--- src/rtl/alu32_pkg.sv ---
package alu32_pkg;
    localparam int OP_W = 4;

    typedef enum logic [OP_W-1:0] {
        OP_ADD  = 4'h0,
        OP_ADDU = 4'h1,
        OP_SUB  = 4'h2,
        OP_SUBU = 4'h3,
        OP_AND  = 4'h4,
        OP_OR   = 4'h5,
        OP_XOR  = 4'h6,
        OP_NOR  = 4'h7,
        OP_SLT  = 4'hA,
        OP_SLTU = 4'hB
    } alu_op_e;

    typedef enum logic [1:0] {
        BW_AND = 2'b00,
        BW_OR  = 2'b01,
        BW_XOR = 2'b10,
        BW_NOR = 2'b11
    } bw_fn_e;
endpackage

--- src/rtl/alu32_addsub.sv ---
module alu32_addsub #(
    parameter int WIDTH = 32
) (
    input  logic [WIDTH-1:0] a_in,
    input  logic [WIDTH-1:0] b_in,
    input  logic             sub_en,
    output logic [WIDTH-1:0] sum_out,
    output logic             carry_out,
    output logic             sovf_out
);
    localparam int MSB = WIDTH - 1;

    logic [WIDTH-1:0] b_eff;
    logic [WIDTH:0]   wide_sum;

    always_comb begin
        b_eff     = sub_en ? ~b_in : b_in;
        wide_sum  = {1'b0, a_in} + {1'b0, b_eff} + {{WIDTH{1'b0}}, sub_en};
        sum_out   = wide_sum[MSB:0];
        carry_out = wide_sum[WIDTH];
        sovf_out  = (a_in[MSB] == b_eff[MSB]) && (sum_out[MSB] != a_in[MSB]);
    end

    // adding operands of opposite sign can never overflow
    always_comb begin
        if (!sub_en && (a_in[MSB] != b_in[MSB]))
            a_r5_mixed_sign_add: assert (!sovf_out)
                else $error("a_r5_mixed_sign_add");
    end
endmodule

--- src/rtl/alu32_bitwise.sv ---
module alu32_bitwise #(
    parameter int WIDTH = 32
) (
    input  logic [WIDTH-1:0] a_in,
    input  logic [WIDTH-1:0] b_in,
    input  logic [1:0]       fn_sel,
    output logic [WIDTH-1:0] y_out
);
    import alu32_pkg::*;

    bw_fn_e fn;
    assign fn = bw_fn_e'(fn_sel);

    for (genvar i = 0; i < WIDTH; i++) begin : g_bit
        always_comb begin
            unique case (fn)
                BW_AND:  y_out[i] = a_in[i] & b_in[i];
                BW_OR:   y_out[i] = a_in[i] | b_in[i];
                BW_XOR:  y_out[i] = a_in[i] ^ b_in[i];
                BW_NOR:  y_out[i] = ~(a_in[i] | b_in[i]);
                default: y_out[i] = 1'b0;
            endcase
        end
    end
endmodule

--- src/rtl/alu32_compare.sv ---
module alu32_compare (
    input  logic sum_msb,
    input  logic sovf,
    input  logic carry,
    input  logic unsigned_cmp,
    output logic less
);
    always_comb begin
        if (unsigned_cmp)
            less = ~carry;
        else
            less = sum_msb ^ sovf;
    end
endmodule

--- src/rtl/alu32_core.sv ---
module alu32_core #(
    parameter int WIDTH = 32
) (
    input  logic [WIDTH-1:0] opnd_a,
    input  logic [WIDTH-1:0] opnd_b,
    input  logic [3:0]       op_sel,
    output logic [WIDTH-1:0] result,
    output logic             zero_o,
    output logic             ovf_o
);
    import alu32_pkg::*;

    localparam int MSB = WIDTH - 1;

    alu_op_e          op;
    logic             sub_en;
    logic [WIDTH-1:0] sum_w;
    logic             carry_w;
    logic             sovf_w;
    logic [WIDTH-1:0] bw_w;
    logic             less_w;

    assign op = alu_op_e'(op_sel);

    always_comb begin
        sub_en = (op == OP_SUB) || (op == OP_SUBU) ||
                 (op == OP_SLT) || (op == OP_SLTU);
    end

    alu32_addsub #(.WIDTH(WIDTH)) u_addsub (
        .a_in      (opnd_a),
        .b_in      (opnd_b),
        .sub_en    (sub_en),
        .sum_out   (sum_w),
        .carry_out (carry_w),
        .sovf_out  (sovf_w)
    );

    alu32_bitwise #(.WIDTH(WIDTH)) u_bitwise (
        .a_in   (opnd_a),
        .b_in   (opnd_b),
        .fn_sel (op_sel[1:0]),
        .y_out  (bw_w)
    );

    alu32_compare u_compare (
        .sum_msb      (sum_w[MSB]),
        .sovf         (sovf_w),
        .carry        (carry_w),
        .unsigned_cmp (op_sel[0]),
        .less         (less_w)
    );

    always_comb begin
        unique case (op)
            OP_ADD, OP_SUB: begin
                result = sum_w;
                ovf_o  = sovf_w;
            end
            OP_ADDU, OP_SUBU: begin
                result = sum_w;
                ovf_o  = 1'b0;
            end
            OP_AND, OP_OR, OP_XOR, OP_NOR: begin
                result = bw_w;
                ovf_o  = 1'b0;
            end
            OP_SLT, OP_SLTU: begin
                result = {{(WIDTH-1){1'b0}}, less_w};
                ovf_o  = 1'b0;
            end
            default: begin
                result = '0;
                ovf_o  = 1'b0;
            end
        endcase
    end

    assign zero_o = ~|result;

    // subtracting equal operands gives a zero flag
    always_comb begin
        if ((op_sel == 4'h2 || op_sel == 4'h3) && opnd_a == opnd_b)
            a_r9_sub_equal_zero: assert (zero_o)
                else $error("a_r9_sub_equal_zero");
    end

    // unsigned add and subtract never raise overflow
    always_comb begin
        if (op_sel == 4'h1 || op_sel == 4'h3)
            a_r6_no_overflow: assert (!ovf_o)
                else $error("a_r6_no_overflow");
    end

    // compare results are 0 or 1 only
    always_comb begin
        if (op_sel == 4'hA || op_sel == 4'hB)
            a_r7_r8_bool_result: assert (result[MSB:1] == '0)
                else $error("a_r7_r8_bool_result");
    end

    // unused codes give zero result and no overflow
    always_comb begin
        if (op_sel == 4'h8 || op_sel == 4'h9 || op_sel >= 4'hC)
            a_r10_unused_quiet: assert (zero_o && !ovf_o)
                else $error("a_r10_unused_quiet");
    end
endmodule

--- config.mk ---
export PLATFORM = sky130hd
export DESIGN_NAME = alu32_core
export DESIGN_NICKNAME = d
export VERILOG_FILES = /design/src/rtl/alu32_pkg.sv /design/src/rtl/alu32_addsub.sv /design/src/rtl/alu32_bitwise.sv /design/src/rtl/alu32_compare.sv /design/src/rtl/alu32_core.sv
export SDC_FILE = /design/constraint.sdc
export NUM_CORES = 1
export LEC_CHECK = 0
export BUFFER_PORTS_ARGS = -buffer_cell sky130_fd_sc_hd__buf_2
export CAP_MARGIN = 10
export CORE_MARGIN = 2
export CORE_UTILIZATION = 50
export DETAILED_ROUTE_END_ITERATION = 6
export GPL_TIMING_DRIVEN = 1
export PLACE_DENSITY = 0.74
export RECOVER_POWER = 25
export SETUP_SLACK_MARGIN = 0.05
export SLEW_MARGIN = 20
export SYNTH_ARGS = -nofsm -noshare
export SYNTH_HDL_FRONTEND = slang
export SYNTH_HIERARCHICAL = 1
export SYNTH_SLANG_ARGS = --single-unit
--- constraint.sdc ---
create_clock -name vclk -period 9.1
set_input_delay 1.82 -clock vclk [all_inputs]
set_output_delay 1.82 -clock vclk [all_outputs]
set_load 0.01 [all_outputs]
==> qor.yml <==
global_routing:
  globalRouteMet1Util_pct: 34.47
  grt_pass1_vias: 5071
  met2_usage_pct: 44.36
  grt_use_met3_pct: 1.441
  grt_pass1_wl_mm: 23.62
  grt_overflow: 0
  grt_max_degree: 66
  track_usage_pct: 25.21
  top_usage_layer: "met2"
  antenna_found_initial: 0
place:
  dp_cells: 917
  numPortBuffers: 102
  dp_slack_ps: 1722
  hpwl_mm: 11.84
  place_congestion: 0.9903
yosys:
  synth_warnings: 6
  syn_area_mm2: 0.005006
  synth_cell_types: 60
  avgSynthCellArea_um2: 7.021
  yosysSeqAreaShare_pct: 0
  synthesis.nets: 877
  netlist_instances: 713
setup_path:
  cp-end-kind: "output port"
  crit_path_start_kind: "primary input"
  slowest_stage: "clkbuf_1"
  arrival_ps: 6290
  cp_slowest_stage_delay_ps: 790
  cp.required_ps: 7280
  cp_num_buf_inv: 3
  cp_cell_sequence: "buf_2 -> nor2b_4 -> clkbuf_1 -> xor2_1 -> ha_1 -> a21oi_1 -> o221ai_1 -> o2111ai_1 -> nand3_1 -> a21oi_1 -> o21bai_1 -> xor2_1 -> nor4_1 -> nand3_1 -> o22a_1 -> o41ai_2 -> buf_2"
  worstSetupPathType: "in -> out"
  worst-path-max-fanout: 15
  path_delay_family: "compound AO/OA/AOI/OAI gates"
timing:
  setup_tns_ps: 0
  report.final.slew_viol_count: 0
  period_share_pct: 89.08
  max_clock_freq_ghz: 0.1234
  fin_ws_ps: 993.6
  setup_violations: 0
  finalHoldViolCount: 0
  tightest_slew_ps: 1059
  slew_headroom_pct: 29.39
  finalCriticalPeriod_ps: 8106
  rsz0062_at_grt: "false"
final_layout:
  register_area_um2: 0
  design.seq.count: 0
  num-fill-cells: 980
  final_cell_mix: "96 x buf_2, 95 x ha_1, 73 x inv_1, 71 x a21oi_1, 57 x nor2b_1"
  nets: 950
  fin_cells: 917
  nClkBuffers: 0
  syn_to_final_growth_pct: 9.822
  diodes: 0
  final_common_cell: "buf_2"
  post_route_cells_drive_above_1_share_pct: 14.92
floorplan:
  io_pins: 102
  dieArea_mm2: 0.01083
  fp.dieW_um: 104.1
  chipHeight_um: 104.1
  std_cell_rows: 36
  initial_core_util_pct: 51.45
  core_mm2: 0.009729
detailed_routing:
  via_per_inst: 5.670
  wl_per_cell_um: 15.46
  totalWireLength_mm: 14.17
  antenna_left: 0
  drc: 0
  drt_pass1_iterations: 5
  drtIter0Drc: 320
  vias: 5199
min_path:
  hold_class: "in -> out"
power_and_ir_drop:
  ir_drop_mv: 0.04227
  power.density_mw_per_mm2: 81.91
  p_leak_uw: 0.002877
  power_uw: 450.3
outcome:
  status: "finished, final reports clean"
clock_tree:
  ctsResizeCount: 0
  holdBufCountCts: 0
  post_cts_buffers: 0
job:
  cap_violations: 0
-- where the power goes --
group          internal [uW]  switching [uW]
Sequential                 0               0
Clock                      0               0
Combinational            175             275
-- tightest hold or removal path, stage by stage --
cell,delay [ps]
buf_2,310
nor2_1,170
buf_2,130
-- cells in the mapped netlist, drive strengths merged (2+ instances only) --
cell     number  area (um2)
ha           95        1189
a21oi        74       389.1
inv          73       274.0
nor2b        58       362.9
nor2         53       198.9
xor2         48       420.4
nor3         39       195.2
o21bai       37       281.5
mux2i        33       342.8
nand2        29       111.4
buf          22       148.9
o21ai        21       105.1
clkbuf       14       52.55
xnor2        13       113.9
nand4        12       75.07
nor4         12       75.07
a21o         10       75.07
and2b        10       75.07
nand3        10       50.05
o211ai        5       47.54
o21a          5       37.54
a31oi         4       25.02
and3          4       26.28
o2111ai       3       32.53
a31o          2       17.52
a41oi         2       17.52
nand2b        2       12.51
nand3b        2       15.01
nor4b         2       17.52
o221ai        2       35.04
o41ai         2       25.03
-- routing by layer --
| layer | routed length, um | part of all wire (%) |
|---|---|---|
| met1 | 6634 | 47 |
| met2 | 6615 | 47 |
| met3 | 707 | 5.0 |
| met4 | 217 | 1.5 |
| met5 | 0 | 0 |
-- cell families after synthesis --
kind of cell / count (synthesis) / share of synthesized area, %
adder cells (fa/ha/maj): 96 / 24.14
XOR/XNOR: 61 / 10.67
AND/OR/NAND/NOR: 238 / 24.99
buffers and inverters: 109 / 9.497
multiplexers: 33 / 6.848
AO/OA/AOI/OAI: 176 / 23.84
-- metrics by stage --
step / instance area [um2] / hold slack, ps / util, %
after floorplan: 5006 / 3691 / -
after global placement: 5527 / 4234 / 56.80
after detailed placement: 5527 / 4252 / 56.80
after CTS: 5527 / 4252 / 56.80
after global routing: 5498 / 4294 / 56.51
final: 5498 / 4250 / 56.51
-- worst paths after layout --
| path | to | from | slack, ps | cells past startpoint |
|---|---|---|---|---|
| min | result[24] | op_sel[3] | 4250 | 3 |
| max | zero_o | op_sel[2] | 990 | 17 |
-- final cells by class --
class / count / area [um2] / area share, %
multi-input cells: 604 / 4521 / 82.23
repair buffers: 107 / 536.8 / 9.763
inverters: 73 / 274.0 / 4.984
well taps: 133 / 166.4 / 3.027
No activity file was read; power rests on OpenSTA's default activity.
